## config.mk

```make
export PLATFORM = sky130hd
export DESIGN_NAME = trap_ctrl
export DESIGN_NICKNAME = d
export VERILOG_FILES = /design/src/rtl/trap_pkg.sv /design/src/rtl/trap_arbiter.sv /design/src/rtl/trap_vector.sv /design/src/rtl/trap_state.sv /design/src/rtl/trap_ctrl.sv
export SDC_FILE = /design/constraint.sdc
export NUM_CORES = 1
export LEC_CHECK = 0
export BUFFER_PORTS_ARGS = -buffer_cell sky130_fd_sc_hd__buf_2
export CORE_AREA = 8 8 91 153
export CTS_CLUSTER_SIZE = 14
export DETAILED_ROUTE_END_ITERATION = 10
export DIE_AREA = 0 0 99 161
export PLACE_DENSITY = 0.74
export REMOVE_ABC_BUFFERS = 1
export SLEW_MARGIN = 20
export SYNTH_ARGS = -nofsm -noshare
export SYNTH_HDL_FRONTEND = slang
export SYNTH_HIERARCHICAL = 1
export SYNTH_SLANG_ARGS = --single-unit
```

## constraint.sdc

```tcl
create_clock -name clk -period 3.08 [get_ports clk]
set_input_delay 0.154 -clock clk [delete_from_list [all_inputs] [get_ports clk]]
set_output_delay 0.154 -clock clk [all_outputs]
set_load 0.02 [all_outputs]
```

## src/rtl/trap_pkg.sv

```systemverilog
package trap_pkg;
  localparam int AW = 32;
  typedef logic [AW-1:0] addr_t;

  // Return address stored on a trap: the trapping PC advanced by one word.
  function automatic addr_t ret_addr(input addr_t pc);
    return pc + addr_t'(4);
  endfunction

  // Vectored handler entry: base plus cause times the entry spacing.
  function automatic addr_t vec_entry(input addr_t base, input addr_t stride,
                                      input logic [7:0] code);
    return base + stride * addr_t'(code);
  endfunction
endpackage

```

## src/rtl/trap_arbiter.sv

```systemverilog
module trap_arbiter
  import trap_pkg::*;
#(
  parameter int NST = 4,
  parameter int CW = 5,
  parameter logic [CW-1:0] IRQ_CAUSE = CW'(12)
) (
  input  logic              clk,
  input  logic              rst_n,
  input  logic              enable,
  input  logic [NST-1:0]    req,
  input  logic [NST*AW-1:0] pc_flat,
  input  logic [NST*CW-1:0] cause_flat,
  input  logic              irq,
  input  addr_t             irq_pc,
  output logic              take,
  output addr_t             sel_pc,
  output logic [CW-1:0]     sel_cause,
  output logic [NST-1:0]    kill_mask
);
  localparam int IW = $clog2(NST) + 1;

  addr_t           pc_a    [NST];
  logic [CW-1:0]   cause_a [NST];
  logic            any_req;
  logic [IW-1:0]   win;

  genvar g;
  generate
    for (g = 0; g < NST; g++) begin : g_unpack
      assign pc_a[g]    = pc_flat[g*AW +: AW];
      assign cause_a[g] = cause_flat[g*CW +: CW];
    end
  endgenerate

  // Ascending scan: the last hit is the oldest requesting stage.
  always_comb begin
    any_req = 1'b0;
    win     = '0;
    for (int i = 0; i < NST; i++) begin
      if (req[i]) begin
        any_req = 1'b1;
        win     = IW'(i);
      end
    end
  end

  always_comb begin
    take      = 1'b0;
    sel_pc    = '0;
    sel_cause = '0;
    kill_mask = '0;
    if (enable) begin
      if (any_req) begin
        take      = 1'b1;
        sel_pc    = pc_a[win[IW-2:0]];
        sel_cause = cause_a[win[IW-2:0]];
        for (int i = 0; i < NST; i++)
          kill_mask[i] = (IW'(i) <= win);
      end else if (irq) begin
        take      = 1'b1;
        sel_pc    = irq_pc;
        sel_cause = IRQ_CAUSE;
        kill_mask = NST'(1);
      end
    end
  end

  // Squash mask is always a contiguous run starting at bit 0.
  p_flush_contig_r3: assert property (@(posedge clk) disable iff (!rst_n)
    $onehot0(kill_mask + NST'(1)));
  // A younger request never beats an older one.
  p_oldest_wins_r2: assert property (@(posedge clk) disable iff (!rst_n)
    (take && req[NST-1]) |-> kill_mask[NST-1]);
endmodule

```

## src/rtl/trap_vector.sv

```systemverilog
module trap_vector
  import trap_pkg::*;
#(
  parameter int    CW         = 5,
  parameter bit    VECTORED   = 1'b0,
  parameter addr_t FIXED_BASE = 32'h8000_0180,
  parameter addr_t VEC_BASE   = 32'hC000_0000,
  parameter addr_t VEC_STEP   = 32'h0000_0020
) (
  input  logic [CW-1:0] cause,
  output addr_t         entry
);
  generate
    if (VECTORED) begin : g_vec
      assign entry = vec_entry(VEC_BASE, VEC_STEP, 8'(cause));
    end else begin : g_fixed
      assign entry = FIXED_BASE;
    end
  endgenerate
endmodule

```

## src/rtl/trap_state.sv

```systemverilog
module trap_state
  import trap_pkg::*;
#(
  parameter int CW = 5
) (
  input  logic          clk,
  input  logic          rst_n,
  input  logic          take,
  input  addr_t         take_pc,
  input  logic [CW-1:0] take_cause,
  input  logic          tret,
  output logic          busy,
  output logic          ret_fire,
  output addr_t         epc_q,
  output logic [CW-1:0] cause_q
);
  assign ret_fire = busy && tret;

  always_ff @(posedge clk) begin
    if (!rst_n) begin
      busy    <= 1'b0;
      epc_q   <= '0;
      cause_q <= '0;
    end else if (take) begin
      busy    <= 1'b1;
      epc_q   <= ret_addr(take_pc);
      cause_q <= take_cause;
    end else if (ret_fire) begin
      busy    <= 1'b0;
    end
  end

  p_take_sets_busy_r4: assert property (@(posedge clk) disable iff (!rst_n)
    take |=> busy);
  p_hold_while_busy_r8: assert property (@(posedge clk) disable iff (!rst_n)
    (busy && !tret) |=> ($stable(epc_q) && $stable(cause_q)));
  p_ret_clears_r9: assert property (@(posedge clk) disable iff (!rst_n)
    ret_fire |=> !busy);
endmodule

```

## src/rtl/trap_ctrl.sv

```systemverilog
module trap_ctrl
  import trap_pkg::*;
#(
  parameter int    NST        = 4,
  parameter int    CW         = 5,
  parameter bit    VECTORED   = 1'b0,
  parameter logic [CW-1:0] IRQ_CAUSE = CW'(12),
  parameter addr_t FIXED_BASE = 32'h8000_0180,
  parameter addr_t VEC_BASE   = 32'hC000_0000,
  parameter addr_t VEC_STEP   = 32'h0000_0020
) (
  input  logic              clk,
  input  logic              rst_n,
  input  logic [NST-1:0]    stg_req,
  input  logic [NST*32-1:0] stg_pc,
  input  logic [NST*CW-1:0] stg_cause,
  input  logic              irq,
  input  logic [31:0]       irq_pc,
  input  logic              tret,
  output logic [NST-1:0]    flush,
  output logic              redirect,
  output logic [31:0]       redirect_pc,
  output logic [31:0]       saved_pc,
  output logic [CW-1:0]     saved_cause
);
  logic            busy;
  logic            take;
  logic            ret_fire;
  addr_t           sel_pc;
  logic [CW-1:0]   sel_cause;
  logic [NST-1:0]  kill_mask;
  addr_t           entry;

  trap_arbiter #(.NST(NST), .CW(CW), .IRQ_CAUSE(IRQ_CAUSE)) u_arb (
    .clk(clk), .rst_n(rst_n), .enable(!busy),
    .req(stg_req), .pc_flat(stg_pc), .cause_flat(stg_cause),
    .irq(irq), .irq_pc(irq_pc),
    .take(take), .sel_pc(sel_pc), .sel_cause(sel_cause), .kill_mask(kill_mask)
  );

  trap_vector #(.CW(CW), .VECTORED(VECTORED), .FIXED_BASE(FIXED_BASE),
                .VEC_BASE(VEC_BASE), .VEC_STEP(VEC_STEP)) u_vec (
    .cause(sel_cause), .entry(entry)
  );

  trap_state #(.CW(CW)) u_st (
    .clk(clk), .rst_n(rst_n), .take(take), .take_pc(sel_pc),
    .take_cause(sel_cause), .tret(tret), .busy(busy), .ret_fire(ret_fire),
    .epc_q(saved_pc), .cause_q(saved_cause)
  );

  always_comb begin
    redirect    = take || ret_fire;
    redirect_pc = '0;
    flush       = '0;
    if (take) begin
      redirect_pc = entry;
      flush       = kill_mask;
    end else if (ret_fire) begin
      redirect_pc = saved_pc;
      flush       = NST'(1);
    end
  end

  p_quiet_when_busy_r8: assert property (@(posedge clk) disable iff (!rst_n)
    (busy && !tret) |-> (!redirect && flush == '0));
  p_ret_target_r9: assert property (@(posedge clk) disable iff (!rst_n)
    ret_fire |-> (redirect_pc == saved_pc));
  p_entry_align_r6: assert property (@(posedge clk) disable iff (!rst_n)
    take |-> (redirect_pc[4:0] == 5'd0));
endmodule

```

==> results.md, run 1 <==
- Status: complete, no violations
- H-Tree Depth: 2
- Setup Buffers After CTS: 0
- HPWL after DPL: about 14000 microns
- Post-Synthesis Cells: around 500
- Slew @ Worst Pin: a little over 0.7 ns
- HP Start: tret
- Warning count from the yosys run: 6
- Post-Route Utilization: between 40% and 50%
- Routability cong.: 0.8998
- FF-to-FF End: u_st/epc_q[27]
- Worst reg2reg path depth: 7
- Tmin final: 2.784 ns
- Worst endpoint required time: ~3.3 ns
- # clock sinks: 38
- Number of global-route vias before repair: just under 5000
- First-pass GRT wire length: 26380 microns
- Count of final hold-check violations: 0
- WP data arrival: 2.98 ns
- Fmax achieved: 359.2 MHz
- Xor and xnor fraction of the mapped netlist area: 2.606%
- Layout cells sized above 1: 41.64%
- Area share of fa/ha/maj cells after synthesis: 0.3103%
- Post-Syn Area: 4033 sq um
- Finish-stage setup viols: 0
- Initial core utilization: between 30% and 40%
- Clock slew seen by the registers of the worst setup and hold paths: about 0.050 ns
- Top cells by area, synth: dfxtp_1 (19%), mux2i_1 (9.9%), a32o_1 (7.9%)
- Detailed Routing Iterations Pass 1: 5
- Hold_ws: 0.1652 ns
- Hold path cells: 3
- Clk root buf: clkbuf_16
- Post-synth EDFFs: 0
- Max_slew headroom: roughly 53%
- Multiplexer share of the synthesized area: 10.77%
- Tightest Hold Check Type: input port to flip-flop
- Syn Area/Cell: roughly 8.0 sq um
- CP Launch Point: u_st/busy
- Final net count: 930
- DR WL/cell: 19.92 microns
- DIE AREA: between 15000 and 20000 sq um
- Cts hold-fix bufs: 0
- Largest net degree at the start of global routing: 75
- Register area share after synthesis: 18.86%
- Reg2Reg Setup Slack: 0.30 ns
- Most frequent cells in the layout: buf_2 (261), nand2_1 (46), mux2i_1 (40)
- Initial antenna violation count: 1
- Vias per cell: around 5.5
- Io pins: 262
- Worst r2r src: u_st/busy
- Top-area cell type share of the netlist area: 18.86%
- Max Slew Vio Count: 0
- Total wire length: 17530 microns
- Crit path launch type: flip-flop
- Initial drt markers: 223
- PD cells: 366.3 nW/um^2
- Yosys cell types: 53
- Chip Height: about 160 microns
- Yosys reg bits: 38
- GRT Util Overall: 20.88%
- CP Max Fanout: 28
- Compound-Gate Fraction of Synth Area: 34.69%
- Hold Path End: u_st/busy
- Multi-input gate area: around 2800 sq um
- Worst Skew: 0.005441 ns
- Worst-skew pair later-pin latency: 0.28 ns
- Longest Clk Path Bufs: 2
- Num CTS Buffers: 5
- Pwr Total: 2.006 mW
- Max-cap violation count: 0
- Num rows: 53
- Width of the chip: between 90 and 100 microns
- TritonCTS clock tree: done
- Core Footprint: 11870 sq um
- Ys flop type: dfxtp_1
- Sequential cell area: 760.7 sq um
- Final worst path period share: 90.39%
- VDD IR max: around 0.21 mV
- GRT Residual Overflow: 0
- Async S/R FF share, synth: 0%
- Fillers: 1224
- Post-CTS Resized: 0
- Largest family of logic cells by synthesized area: compound AO/OA/AOI/OAI gates
- Via count: 4806
- P&R area growth vs syn: 35.77%
- CP Capture Type: flip-flop
- Simple-Gate Fraction of Synth Area: 18.37%
- Residual DRC: 0
- Commonest non-fill, non-tap cell in the layout: buf_2
- Setup WS post-layout: between 0.2 and 0.3 ns
- Post-placement cell area: between 5000 and 6000 sq um
- RSZ-0062 raised after global routing: no
- Post-DRT Antenna Nets: 0
- Port bufs: 261
- Pre-CTS WS: 0.1071 ns
- Setup CP Type: flip-flop to flip-flop
- Cell accounting for the most synthesized area: dfxtp_1
- Lkg Pwr: 2.569 nW
- Final instance area: around 5500 sq um
==> metal layers <==
metal	vias up	global-route usage, %	share of wire, %	routed length [microns]
met2	184	38.05	53	9255
met4	0	8.433	2.7	470
met5	-	0	0	0
li1	2365	-	-	-
met3	32	5.043	6.1	1064
met1	2225	22.18	38	6737
==> cell families (layout without fill, tap and decap cells) <==
group / Yosys count / count (layout)
AO/OA/AOI/OAI: 178 / 178
AND/OR/NAND/NOR: 140 / 140
buffers and inverters: 89 / 298
multiplexers: 43 / 43
flip-flops: 38 / 38
XOR/XNOR: 12 / 12
other: 2 / 33
adder cells (fa/ha/maj): 1 / 1
==> synthesized netlist by cell type (all sizes together), types with 7 or more instances <==
library cell / instances
buf: 58
nand2: 46
mux2i: 40
dfxtp: 38
a22o: 32
a32o: 32
o22a: 32
o21ai: 25
clkbuf: 22
nor2: 18
a31oi: 14
nand3: 14
o31ai: 12
or4: 12
a21oi: 11
inv: 9
nand4: 9
xnor2: 9
and2: 7
==> power breakdown <==
group          internal (mW)  switching, mW  leakage (nW)
registers              0.544         0.0437         0.315
logic                  0.372          0.483          2.17
clock network          0.366          0.197        0.0832
==> worst max path at each step <==
stage,endpoint,slack [ns],depth (start not counted)
after floorplan,redirect_pc[0],-0.11,4
after detailed placement,u_st/epc_q[27],0.11,9
after global routing,u_st/epc_q[27],0.14,7
final,u_st/epc_q[27],0.30,7
after global placement,u_st/epc_q[30],0.22,11
after CTS,u_st/epc_q[27],0.22,8
==> final cells by class <==
class	count	area share (%)
multi-input cells	406	51.76
repair buffers	281	27.51
flip-flops and latches	38	13.89
well taps	137	3.131
clock buffers	8	3.039
inverters	9	0.6170
diodes	1	0.04570
==> flip-flops by register name (all words and copies together), names as in the netlist <==
register      count
u_st/epc_q       32
u_st/busy         1
u_st/cause_q      5
==> per-stage QoR <==
step,TNS [ns],std cells
6_report,0,880
5_1_grt,0,880
4_1_cts,0,879
3_5_place_dp,0,871
3_3_place_gp,0,871
2_1_floorplan,-3.461,453
==> critical path, stage by stage (launching register included) <==
cell	delay [ns]
dfxtp_1	0.31
inv_1	0.19
and2_4	0.42
a32o_1	0.33
nand3_1	0.26
or2_1	0.46
or4_1	0.52
a31oi_1	0.20
(Power assumes the default switching activity.)
==> run 2, diff against run 1 <==
--- a/config.mk
+++ b/config.mk
@@ -6,12 +6,14 @@
 export NUM_CORES = 1
 export LEC_CHECK = 0
 export BUFFER_PORTS_ARGS = -buffer_cell sky130_fd_sc_hd__buf_2
-export CORE_AREA = 8 8 91 153
+export CORE_AREA = 2 2 85 147
 export CTS_CLUSTER_SIZE = 14
 export DETAILED_ROUTE_END_ITERATION = 10
-export DIE_AREA = 0 0 99 161
+export DIE_AREA = 0 0 87 149
+export GPL_TIMING_DRIVEN = 0
 export PLACE_DENSITY = 0.74
 export REMOVE_ABC_BUFFERS = 1
+export SETUP_SLACK_MARGIN = 0.15
 export SLEW_MARGIN = 20
 export SYNTH_ARGS = -nofsm -noshare
 export SYNTH_HDL_FRONTEND = slang
==> results.md, run 2 (synthesis results as in run 1) <==
- Initial antenna violation count: 0 (-1)
- Reg with most FFs: u_st/epc_q
- CP Max Fanout: 61 (+120%)
- Max-cap violation count: 0 (unchanged)
- First-pass GRT wire length: 23400 microns (-11%)
- Worst Skew: 0.007382 ns (+0.001941 ns)
- H-Tree Depth: 2 (unchanged)
- Fmax achieved: 358.6 MHz (-0.16%)
- Residual DRC: 0 (unchanged)
- Setup TNS: 0 ns (unchanged)
- Pre-CTS WS: -0.8088 ns (-0.9159 ns)
- TritonCTS clock tree: done
- Slew @ Worst Pin: 0.6107 ns (-0.09821 ns)
- Setup CP Type: input port to output pin
- # clock sinks: 38 (unchanged)
- Tmin final: 2.788 ns (+0.004355 ns)
- WP data arrival: 2.63 ns (-0.35 ns)
- PD cells: 356.8 nW/um^2 (-2.6%)
- Num rows: 53 (unchanged)
- Number of global-route vias before repair: 4481 (-7.9%)
- Num CTS Buffers: 5 (unchanged)
- Vias per cell: 5.478 (+0.30%)
- GRT Residual Overflow: 0 (unchanged)
- Hold_ws: 0.1548 ns (-0.01038 ns)
- HPWL after DPL: 11250 microns (-20%)
- Max reg flops: 32 (unchanged)
- Post-placement cell area: 5170 sq um (-2.5%)
- VDD IR max: 0.2099 mV (-0.71%)
- RSZ-0062 raised after global routing: no
- Final instance area: 5460 sq um (-0.27%)
- CP Capture Type: output pin
- Clock slew seen by the registers of the worst setup and hold paths: 0.05 ns (about the same)
- Chip Height: 149 microns (-7.5%)
- Post-Layout Cell Count: 869 (-1.3%)
- Worst-skew pair later-pin latency: 0.28 ns (about the same)
- Crit path launch type: input port
- Io pins: 262 (unchanged)
- Longest Clk Path Bufs: 2 (unchanged)
- Max_slew headroom: 58.98% (+6.2 points)
- Commonest non-fill, non-tap cell in the layout: buf_2
- Clk root buf: clkbuf_16
- Initial core utilization: 33.97% (unchanged)
- Cells after DPL: 854 (-2.0%)
- Worst endpoint required time: 2.93 ns (-0.35 ns)
- Most frequent cells in the layout: buf_2 (260), nand2_1 (46), mux2i_1 (40)
- Setup WS post-layout: 0.2916 ns (-0.004355 ns)
- Width of the chip: 87 microns (-12%)
- Via count: 4760 (-0.96%)
- Largest net degree at the start of global routing: 62 (-17%)
- Tightest Hold Check Type: input port to flip-flop
- Lkg Pwr: 2.532 nW (-1.4%)
- Routability cong.: 0.7856 (-13%)
- Total wire length: 15850 microns (-9.6%)
- Detailed Routing Iterations Pass 1: 4 (-1)
- P&R area growth vs syn: 35.40%
- Final net count: 922 (-0.86%)
- GRT Util Overall: 23.19% (+2.3 points)
- Layout cells sized above 1: 41.67% (about the same)
- Core Footprint: 11870 sq um (unchanged)
- Cts hold-fix bufs: 0 (unchanged)
- Initial drt markers: 263 (+18%)
- Post-DRT Antenna Nets: 0 (unchanged)
- Antenna Diode Count: 0 (-1)
- DIE AREA: 12960 sq um (-19%)
- Final worst path period share: 90.53% (+0.14 points)
- Status: complete, no violations
- Max Slew Vio Count: 0 (unchanged)
- Count of final hold-check violations: 0 (unchanged)
- Finish-stage setup viols: 0 (unchanged)
- Port bufs: 261 (unchanged)
- Biggest regs: u_st/epc_q (32), u_st/cause_q (5), u_st/busy (1)
- DR WL/cell: 18.24 microns (-8.4%)
## run 2: layer usage
metal	track usage (%)	up-vias	wire length (microns)
met4	8.359	0	361
met5	0	-	0
met2	41.11	186	8307
met1	27.99	2204	6236
li1	-	2351	-
met3	2.988	19	947
## run 2: layout make-up
| type | instances | area (sq um) |
|---|---|---|
| timing repair buffer | 270 | 1450 |
| fill | 1225 | 6410 |
| clock buffer | 6 | 138.9 |
| tap | 137 | 171.4 |
| inverter | 9 | 35.03 |
| sequential | 38 | 760.7 |
| multi-input combinational | 409 | 2904 |
## run 2: path summary, 6_finish.rpt
kind | start | endpoint | slack (ns) | cells past startpoint
min reg2reg | u_st/cause_q[4] | u_st/cause_q[4] | 0.49 | 2
max reg2reg | u_st/busy | u_st/epc_q[26] | 0.42 | 8
max | stg_req[1] | redirect_pc[10] | 0.29 | 7
min | tret | u_st/busy | 0.15 | 3
## run 2: what timing repair did
item                                    4_1_cts  5_1_grt
endpoints found under the setup margin       57       17
resized for setup                             6        9
gates cloned                                  2        1
buffers inserted                              0        6
pin swaps                                     2        3
## run 2: metrics by stage
stage	util (%)	power (mW)
floorplan	-	1.080
global placement	42.83	1.408
detailed placement	43.55	1.424
CTS	45.09	1.955
global route	46.00	2.064
finish	46.00	1.948
## run 2: critical path, stage by stage
cell and delay (ns):
buf_6 0.23, or4_4 0.61, o21a_4 0.39, buf_12 0.27
nor2b_4 0.52, a22o_1 0.24, buf_2 0.18
## run 2: power breakdown
group	switching (mW)	internal [mW]
Clock	0.192	0.313
Combinational	0.492	0.367
Sequential	0.0402	0.544
Total	0.724	1.22
